**config.mk**
```make
export PLATFORM = sky130hd
export DESIGN_NAME = vpr_unit
export DESIGN_NICKNAME = d
export VERILOG_FILES = /design/src/rtl/vpr_pkg.sv /design/src/rtl/vpr_cmd.sv /design/src/rtl/vpr_xlate.sv /design/src/rtl/vpr_region.sv /design/src/rtl/vpr_unit.sv
export SDC_FILE = /design/constraint.sdc
export NUM_CORES = 1
export LEC_CHECK = 0
export BUFFER_PORTS_ARGS = -buffer_cell sky130_fd_sc_hd__buf_2
export CORE_ASPECT_RATIO = 1.75
export CORE_MARGIN = 2
export CORE_UTILIZATION = 46
export DETAILED_ROUTE_END_ITERATION = 16
export PLACE_DENSITY = 0.77
export SETUP_SLACK_MARGIN = 0.4
export SYNTH_ARGS = -nofsm -noshare
export SYNTH_HDL_FRONTEND = slang
export SYNTH_SLANG_ARGS = --single-unit
```
**constraint.sdc**
```tcl
create_clock -name clk -period 3.37 [get_ports clk]
set_input_delay 0.674 -clock clk [delete_from_list [all_inputs] [get_ports clk]]
set_output_delay 0.674 -clock clk [all_outputs]
set_load 0.01 [all_outputs]
```
**src/rtl/vpr_pkg.sv**
```systemverilog
`timescale 1ns/1ps
package vpr_pkg;
  typedef enum logic [1:0] {
    BOOT_APP_ONLY  = 2'b00,
    BOOT_LDR_ONLY  = 2'b01,
    BOOT_APP_REMAP = 2'b10,
    BOOT_LDR_REMAP = 2'b11
  } boot_e;

  typedef struct packed {
    logic app;
    logic data;
    logic ldr;
  } region_t;

  localparam logic [7:0] CMD_VEC_REMAP = 8'h2E;

  function automatic logic boot_can_remap(input boot_e b);
    return (b == BOOT_APP_REMAP) || (b == BOOT_LDR_REMAP);
  endfunction
endpackage

```
**src/rtl/vpr_cmd.sv**
```systemverilog
`timescale 1ns/1ps
module vpr_cmd
  import vpr_pkg::*;
#(
  parameter int ADDR_W    = 24,
  parameter int PAGE_BITS = 9,
  parameter int CODE_W    = 8
) (
  input  logic                          clk,
  input  logic                          rst_n,
  input  logic                          remap_en,
  input  logic                          tgt_wr,
  input  logic [ADDR_W-1:0]             tgt_wdata,
  input  logic                          cmd_go,
  input  logic [CODE_W-1:0]             cmd_code,
  output logic [ADDR_W-PAGE_BITS-1:0]   vmap,
  output logic [ADDR_W-PAGE_BITS-1:0]   pend_vmap,
  output logic                          busy,
  output logic                          fail,
  output logic                          cmd_accept,
  output logic                          cmd_reject
);
  localparam int VMAP_W = ADDR_W - PAGE_BITS;

  function automatic logic page_aligned(input logic [ADDR_W-1:0] a);
    return a[PAGE_BITS-1:0] == '0;
  endfunction

  logic [ADDR_W-1:0] tgt_q;
  logic [VMAP_W-1:0] vmap_q, pend_q;
  logic              busy_q, fail_q;
  logic              cmd_hit;

  assign cmd_hit    = cmd_go && remap_en && !busy_q &&
                      (cmd_code == CODE_W'(CMD_VEC_REMAP));
  assign cmd_accept = cmd_hit && page_aligned(tgt_q);
  assign cmd_reject = cmd_hit && !page_aligned(tgt_q);

  always_ff @(posedge clk or negedge rst_n) begin
    if (!rst_n) begin
      tgt_q  <= '0;
      pend_q <= '0;
      vmap_q <= '0;
      busy_q <= 1'b0;
      fail_q <= 1'b0;
    end else begin
      if (tgt_wr) tgt_q <= tgt_wdata;
      if (cmd_accept) begin
        pend_q <= tgt_q[ADDR_W-1:PAGE_BITS];
        busy_q <= 1'b1;
        fail_q <= 1'b0;
      end else if (cmd_reject) begin
        fail_q <= 1'b1;
      end
      if (busy_q) begin
        vmap_q <= pend_q;
        busy_q <= 1'b0;
      end
    end
  end

  assign vmap      = vmap_q;
  assign pend_vmap = pend_q;
  assign busy      = busy_q;
  assign fail      = fail_q;
endmodule

```
**src/rtl/vpr_xlate.sv**
```systemverilog
`timescale 1ns/1ps
module vpr_xlate
  import vpr_pkg::*;
#(
  parameter int                 ADDR_W    = 24,
  parameter int                 PAGE_BITS = 9,
  parameter logic [ADDR_W-1:0]  LDR_BASE  = 24'h10_0000
) (
  input  boot_e                         boot,
  input  logic [ADDR_W-1:0]             cpu_addr,
  input  logic [ADDR_W-PAGE_BITS-1:0]   vmap,
  output logic [ADDR_W-1:0]             flash_addr,
  output logic                          in_window
);
  localparam int VMAP_W = ADDR_W - PAGE_BITS;

  function automatic logic [ADDR_W-1:0] page_redirect(
    input logic [ADDR_W-1:0] base, input logic [ADDR_W-1:0] a);
    return {base[ADDR_W-1:PAGE_BITS], a[PAGE_BITS-1:0]};
  endfunction

  assign in_window = (cpu_addr[ADDR_W-1:PAGE_BITS] == '0);

  always_comb begin
    flash_addr = cpu_addr;
    unique case (boot)
      BOOT_LDR_ONLY:
        if (in_window) flash_addr = page_redirect(LDR_BASE, cpu_addr);
      BOOT_APP_REMAP, BOOT_LDR_REMAP:
        if (in_window) flash_addr = page_redirect({vmap, {PAGE_BITS{1'b0}}}, cpu_addr);
      default: flash_addr = cpu_addr;
    endcase
  end
endmodule

```
**src/rtl/vpr_region.sv**
```systemverilog
`timescale 1ns/1ps
module vpr_region
  import vpr_pkg::*;
#(
  parameter int                 ADDR_W   = 24,
  parameter logic [ADDR_W-1:0]  LDR_BASE = 24'h10_0000,
  parameter int                 LDR_SIZE = 512,
  parameter int                 MAIN_TOP = 32'h8000
) (
  input  logic               clk,
  input  logic               rst_n,
  input  boot_e              boot,
  input  logic               in_window,
  input  logic [ADDR_W-1:0]  flash_addr,
  input  logic               cfg_load,
  input  logic [ADDR_W-1:0]  cfg_word,
  output region_t            sel,
  output logic               dbase_valid
);
  localparam logic [ADDR_W:0] LDR_LO   = {1'b0, LDR_BASE};
  localparam logic [ADDR_W:0] LDR_HI   = LDR_LO + (ADDR_W+1)'(LDR_SIZE);
  localparam logic [ADDR_W:0] MAIN_END = (ADDR_W+1)'(MAIN_TOP);

  logic [ADDR_W-1:0] dbase_q;
  logic              dval_q;

  always_ff @(posedge clk or negedge rst_n) begin
    if (!rst_n) begin
      dbase_q <= '0;
      dval_q  <= 1'b0;
    end else if (cfg_load) begin
      dbase_q <= cfg_word;
      dval_q  <= 1'b1;
    end
  end

  function automatic region_t classify(input logic [ADDR_W-1:0] a,
                                       input logic dv,
                                       input logic [ADDR_W-1:0] db);
    region_t r;
    logic    main_hit;
    main_hit = {1'b0, a} < MAIN_END;
    r.ldr    = ({1'b0, a} >= LDR_LO) && ({1'b0, a} < LDR_HI);
    r.data   = main_hit && dv && (a >= db);
    r.app    = main_hit && !r.data;
    return r;
  endfunction

  region_t raw;
  assign raw = classify(flash_addr, dval_q, dbase_q);

  always_comb begin
    sel = raw;
    unique case (boot)
      BOOT_APP_ONLY: sel.ldr = 1'b0;
      BOOT_LDR_ONLY: sel = in_window ? region_t'{app: 1'b0, data: 1'b0, ldr: 1'b1}
                                     : region_t'('0);
      default:       sel = raw;
    endcase
  end

  assign dbase_valid = dval_q;
endmodule

```
**src/rtl/vpr_unit.sv**
```systemverilog
`timescale 1ns/1ps
module vpr_unit
  import vpr_pkg::*;
#(
  parameter int                 ADDR_W    = 24,
  parameter int                 PAGE_BITS = 9,
  parameter int                 CODE_W    = 8,
  parameter logic [ADDR_W-1:0]  LDR_BASE  = 24'h10_0000,
  parameter int                 LDR_SIZE  = 512,
  parameter int                 MAIN_TOP  = 32'h8000
) (
  input  logic               clk,
  input  logic               rst_n,
  input  logic [1:0]         boot_mode,
  input  logic [ADDR_W-1:0]  cpu_addr,
  output logic [ADDR_W-1:0]  flash_addr,
  output logic               sel_app,
  output logic               sel_data,
  output logic               sel_ldr,
  input  logic               tgt_wr,
  input  logic [ADDR_W-1:0]  tgt_wdata,
  input  logic               cmd_go,
  input  logic [CODE_W-1:0]  cmd_code,
  input  logic               cfg_load,
  input  logic [ADDR_W-1:0]  cfg_word,
  output logic [ADDR_W-1:0]  status
);
  localparam int VMAP_W = ADDR_W - PAGE_BITS;

  boot_e             boot;
  logic              remap_en;
  logic [VMAP_W-1:0] vmap, pend_vmap;
  logic              busy, fail, cmd_accept, cmd_reject;
  logic              in_window, dbase_valid;
  region_t           sel;

  assign boot     = boot_e'(boot_mode);
  assign remap_en = boot_can_remap(boot);

  vpr_cmd #(.ADDR_W(ADDR_W), .PAGE_BITS(PAGE_BITS), .CODE_W(CODE_W)) cmd_i (
    .clk(clk), .rst_n(rst_n), .remap_en(remap_en),
    .tgt_wr(tgt_wr), .tgt_wdata(tgt_wdata),
    .cmd_go(cmd_go), .cmd_code(cmd_code),
    .vmap(vmap), .pend_vmap(pend_vmap), .busy(busy), .fail(fail),
    .cmd_accept(cmd_accept), .cmd_reject(cmd_reject)
  );

  vpr_xlate #(.ADDR_W(ADDR_W), .PAGE_BITS(PAGE_BITS), .LDR_BASE(LDR_BASE)) xlate_i (
    .boot(boot), .cpu_addr(cpu_addr), .vmap(vmap),
    .flash_addr(flash_addr), .in_window(in_window)
  );

  vpr_region #(.ADDR_W(ADDR_W), .LDR_BASE(LDR_BASE), .LDR_SIZE(LDR_SIZE),
               .MAIN_TOP(MAIN_TOP)) region_i (
    .clk(clk), .rst_n(rst_n), .boot(boot), .in_window(in_window),
    .flash_addr(flash_addr), .cfg_load(cfg_load), .cfg_word(cfg_word),
    .sel(sel), .dbase_valid(dbase_valid)
  );

  assign sel_app  = sel.app;
  assign sel_data = sel.data;
  assign sel_ldr  = sel.ldr;
  assign status   = {vmap, {(PAGE_BITS-2){1'b0}}, fail, busy};
endmodule

```
==> run metrics, run 1 <==
status=finished with violations; failing checks=setup timing; hold crit path type=reg2reg; worst setup margin=-409 ps; asr flop ratio synth=100%; max cap viols=0; Synth top area share=49.8%; Core Util, Final=63.3%; capturing element type of the critical path=output port; number of flops mapped to enable cells by yosys=0; commonest cells in the netlist=dfrtp_1 (81), mux2_2 (47), nand2_1 (31), o21ai_0 (27), inv_1 (26); total CTS buffers=9; CTS Sinks=81; CTS root buf=clkbuf_16; post-synthesis sequential area ratio=49.8%; signal arrival time at the worst endpoint=3100 ps; number of global-route vias before repair=3295; wirelength, routed=9650 um; H-tree depth=3; PD cells=433 nW/um2; initial core utilization=47.3%; synthesized cell area=4070 um2; fill count=683; Yosys cell types=47; Worst Max-Slew Pin Slew=978 ps; Reg clk slew, reported paths=50 ps; RSZ-0062 raised after global routing=true; Top Ports=138; Seq cells post-synth=81; Yosys top cell by area=dfrtp_1; largest net degree at the start of global routing=82; Detailed Route Iter0 Violations=154; period utilization=112%; Power, Total=0.00236 W; CP required=2700 ps; Die Y=128 um; Clock Tree Buf Depth=2; DP HPWL=7560 um; Placer Congestion=0.856; vias per cell=5.15; highest net fanout along the worst path=5; Final Hold Vio Count=0; # port buffers=130; Placeable Area=8610 um2; count leader, synth=dfrtp_1; max frequency=265 MHz; critical setup path kind=in2out; grt total ovfl=0; Die X-Extent=75.1 um; initial antenna violation count=0; Routed wire per std cell=15.4 um; Area Growth Syn to Fin=33.9%; n_diodes=0; DR vias=3221; Max VDD drop=0.000382 V; Yosys Warn Count=0; overall die area=9650 um2; Synth Instances=352; GR Util All Layers=20.8%; Setup Skew=4.78 ps; Worst slew margin=34.8%; mean post-synth cell area=11.6 um2; first-pass GRT wire length=15200 um; Worst-Skew Late Latency=330 ps; critical path launch point type=input port; Tmin final=3780 ps; fraction of layout cells with a size suffix above 1=50.8%; prevailing post-synth register cell=dfrtp_1; leakage power=2.84 nW; fin nets=615; Antenna Nets Post-Route=0; FP Rows=45; final setup fails=2; drt pass-1 iters=4; dominant cells by area after synthesis=dfrtp_1 (50%), mux2_2 (13%), ha_1 (7.4%), buf_4 (3.3%), o21ai_0 (3.3%); Residual DRC=0; CTS tree=built; max-slew violations=0
## per-layer routing
metal	track usage, %	routed length (um)	up-vias
li1	-	-	1518
met1	21.8	3450	1531
met2	37.0	5210	143
met3	5.87	667	29
met4	10.2	322	0
met5	0	0	-
## state kept, by name, summed over array words and instances (netlist names)
register	count
cmd_i.tgt_q	24
region_i.dbase_q	24
cmd_i.pend_vmap	15
cmd_i.vmap	15
cmd_i.busy	1
cmd_i.fail	1
region_i.dbase_valid	1
## worst max-delay path: stages
cell,delay (ps)
buf_4,120
nor4_4,300
nand3_2,150
nor2_4,120
buf_6,120
a21o_1,190
ha_4,230
a21o_1,150
a21o_1,150
a221o_1,320
o31ai_2,270
nor2b_2,170
buf_2,130
## power breakdown
| group | total (W) | internal (W) | switching (W) |
|---|---|---|---|
| Sequential | 0.00105 | 0.00103 | 0.0000219 |
| Combinational | 0.000347 | 0.000173 | 0.000174 |
| Clock | 0.000966 | 0.000596 | 0.000370 |
| Total | 0.00236 | 0.00180 | 0.000566 |
## cell usage in the layout (no fill, tap or decap), drive strengths merged, types with 2 or more instances in the layout
cell and count:
inv 28, nand4 2, nand3 4, nor3 5, nor2 9, ha 24
nand2b 3, conb 7, buf 166, a21oi 5, clkbuf 10, mux2 55
nand2 31, a21o 16, dfrtp 81, nor4 5, o21ai 27, o21bai 2
a2111oi 2, nor2b 2
## path summary, 6_finish.rpt
path,start,to,slack [ps],cells after the start
min in group asynchronous,rst_n,cmd_i.tgt_q[8],500,1
hold / removal,region_i.dbase_valid,region_i.dbase_valid,480,1
hold reg to reg,region_i.dbase_valid,region_i.dbase_valid,480,1
setup / recovery,cpu_addr[20],sel_app,-410,13
setup reg to reg,cmd_i.tgt_q[1],cmd_i.pend_vmap[1],1570,5
max in group asynchronous,rst_n,region_i.dbase_q[3],2230,1
## stage by stage
| step | hold slack (ps) | instance area [um2] | setup TNS, ps | cells | worst slack [ps] |
|---|---|---|---|---|---|
| 3_5_place_dp | 462 | 4940 | -948 | 602 | -512 |
| 4_1_cts | 475 | 5450 | -702 | 625 | -388 |
| 3_3_place_gp | 453 | 4940 | -863 | 602 | -469 |
| 6_report | 477 | 5450 | -755 | 625 | -409 |
| 5_1_grt | 488 | 5450 | -1070 | 625 | -540 |
| 2_1_floorplan | 378 | 4130 | -207 | 358 | -159 |
## logic make-up after synthesis
logic type | Yosys count | share of synthesized area [%]
buffers and inverters | 57 | 7.28
muxes | 55 | 15.9
DFF | 81 | 49.8
AOI/OAI and AO/OA | 66 | 10.8
adders and majority gates | 24 | 7.37
and+or+nand+nor | 68 | 8.79
other | 1 | 0.0921
## timing repair
action                                  in CTS  in global routing
pin swaps                                   19                  8
endpoints found under the setup margin       3                  3
resized for setup                           28                  0
hold buffers                                 0                  0
buffers inserted                             8                  0
## final cells by class
cell class	count	area, um2	share of cell area, %
multi-input cells	220	1920	35.2
repair buffers	166	962	17.6
clock inverters	5	63.8	1.17
clock buffers	10	239	4.38
well taps	117	146	2.68
flip-flops and latches	81	2030	37.2
inverters	26	97.6	1.79
(Power assumes the default switching activity.)
==> run 2, diff against run 1 <==
--- a/config.mk
+++ b/config.mk
@@ -6,7 +6,7 @@
 export NUM_CORES = 1
 export LEC_CHECK = 0
 export BUFFER_PORTS_ARGS = -buffer_cell sky130_fd_sc_hd__buf_2
-export CORE_ASPECT_RATIO = 1.75
+export CORE_ASPECT_RATIO = 1.25
 export CORE_MARGIN = 2
 export CORE_UTILIZATION = 46
 export DETAILED_ROUTE_END_ITERATION = 16
==> run 2 against run 1 <==
  * The run still ends with setup timing left
  * Sequential power about the same
  * Critical path depth down 1
  * Highest routed layer unchanged
  * Global-route usage down 0.54 points
  * First-iteration DRC count down 29%
  * Routed wire length up 0.15%
  * Setup slack worse by 91 ps
  * Cell count up 0.80%
  * Register-to-register slack worse by 270 ps
  * Sequential cell count unchanged
  * Clock skew up 2.1 ps
  * Combinational power up 2%
==> run metrics, run 2 (synthesis gave the netlist of run 1 again) <==
status=finished with violations; # port buffers=130 (unchanged); reg2reg setup slack=1300 ps (-270 ps); total CTS buffers=9 (unchanged); drt pass-1 iters=5 (+1); leakage power=2.80 nW (-1.2%); worst r2r src=cmd_i.busy; number of global-route vias before repair=3192 (-3.1%); CTS root buf=clkbuf_8; Worst-Skew Late Latency=350 ps (+20 ps); Worst Max-Slew Pin Slew=1010 ps (+29.8 ps); H-tree depth=3 (unchanged); Residual DRC=0 (unchanged); dpl cells=606 (+0.66%); Detailed Route Iter0 Violations=110 (-29%); Die Y=109 um (-15%); CTS tree=built; period utilization=115% (+2.7 points); max cap viols=0 (unchanged); capturing element type of the critical path=output port; initial antenna violation count=0 (unchanged); final setup fails=2 (unchanged); Placeable Area=8650 um2 (+0.45%); critical path launch point type=input port; CTS Sinks=81 (unchanged); CP required=2700 ps (about the same); initial core utilization=47.1% (-0.21 points); Antenna Nets Post-Route=0 (unchanged); FP Rows=38 (-16%); hold crit path type=in2async; final setup TNS=-888 ps (-132 ps); Die X-Extent=88.2 um (+17%); Largest regs=cmd_i.tgt_q (24), region_i.dbase_q (24); Finished Layout Cells=630 (+0.80%); signal arrival time at the worst endpoint=3200 ps (+100 ps); PD cells=388 nW/um2 (-10%); Worst slew margin=32.8% (-2.0 points); wirelength, routed=9670 um (+0.15%); grt total ovfl=0 (unchanged); Max VDD drop=0.000276 V (-28%); Routed wire per std cell=15.3 um (-0.65%); max frequency=258 MHz (-2.3%); Worst path slowest cell=or3_4; Reg clk slew, reported paths=70 ps (+20 ps); sequential power share=49.6% (+5.2 points); GR Util All Layers=20.3% (-0.54 points); crit path cell chain=buf_6 -> nor4_4 -> nand2_2 -> or3_4 -> o21bai_4 -> ha_4 -> nand4_1 -> a2111oi_2 -> a221o_1 -> o31ai_2 -> nor2b_2 -> buf_2; Core Util, Final=62.9% (-0.41 points); worst reg2reg path depth=4 (-1); Setup Skew=6.85 ps (+2.07 ps); clock power share=33.6% (-7.3 points); slowest cell delay on critical path=460 ps (+140 ps); Placer Congestion=0.825 (-3.6%); vias per cell=5.03 (-2.4%); switching share of power=26.0% (+2.0 points); DR vias=3169 (-1.6%); Final Hold Vio Count=0 (unchanged); Top Ports=138 (unchanged); Clock Tree Buf Depth=2 (unchanged); failing checks=setup timing; highest net fanout along the worst path=4 (-1); critical setup path kind=in2out; fin nets=617 (+0.33%); max-slew violations=0 (unchanged); commonest non-fill, non-tap cell in the layout=buf_2; reg2reg end=cmd_i.pend_vmap[0]; Power, Total=0.00211 W (-11%); n_diodes=0 (unchanged); Area Growth Syn to Fin=33.6%; Pint=0.00156 W (-13%); largest net degree at the start of global routing=82 (unchanged); delay-heaviest family, CP=simple AND/OR/NAND/NOR gates; Tmin final=3870 ps (+90.8 ps); RSZ-0062 raised after global routing=true; DP HPWL=7170 um (-5.1%); NetSw=0.000549 W (-3.1%); overall die area=9630 um2 (-0.26%); fraction of layout cells with a size suffix above 1=52.5% (+1.8 points); Buf/Inv on CP=2 (-1); fill count=707 (+3.5%); worst setup margin=-500 ps (-90.8 ps); commonest cells after routing, fill and taps aside=buf_2 (123), dfrtp_1 (81), mux2_2 (47); first-pass GRT wire length=15000 um (-1.0%); Gate power share=16.8% (+2.1 points)
-- run 2: final cells by class --
cell class | instances | area, um2 | share of cell area, %
flip-flops and latches | 81 | 2030 | 37.2
multi-input cells | 220 | 1980 | 36.4
repair buffers | 168 | 991 | 18.2
well taps | 120 | 150 | 2.76
clock buffers | 11 | 141 | 2.60
inverters | 26 | 97.6 | 1.79
clock inverters | 4 | 53.8 | 0.989
-- run 2: what timing repair did --
action	in CTS	in global routing
endpoints found under the setup margin	2	2
pin swaps	13	23
gates resized for setup	24	18
hold buffers	0	0
buffers inserted	3	6
-- run 2: power groups by stage --
stage / combinational [W] / sequential (W) / clock [W]
2_1_floorplan: 0.000178 / 0.00106 / 0
3_3_place_gp: 0.000304 / 0.00106 / 0
3_5_place_dp: 0.000316 / 0.00107 / 0
4_1_cts: 0.000331 / 0.00105 / 0.000731
5_1_grt: 0.000397 / 0.00105 / 0.000769
6_report: 0.000355 / 0.00105 / 0.000710
-- run 2: worst max-delay path by stage --
stage                     cells past startpoint       to         start  slack [ps]
after global placement                       12  sel_app  cpu_addr[19]        -440
after CTS                                    14  sel_app  cpu_addr[23]        -410
final                                        12  sel_app  cpu_addr[16]        -500
after detailed placement                     13  sel_app  cpu_addr[19]        -550
after global routing                         12  sel_app  cpu_addr[16]        -600
after floorplan                              12  sel_app  cpu_addr[11]        -160
-- run 2: routing by layer --
layer	GRT usage, %	part of all wire (%)
met3	4.69	5.7
met2	35.6	52
met4	6.49	1.6
met1	24.5	40
met5	0	0
-- run 2: stage by stage --
step / area, um2 / hold WS (ps) / setup WS, ps
after CTS: 5270 / 489 / -412
after global placement: 4950 / 457 / -444
after floorplan: 4130 / 378 / -159
final: 5440 / 482 / -500
after global routing: 5440 / 505 / -599
after detailed placement: 4950 / 471 / -545
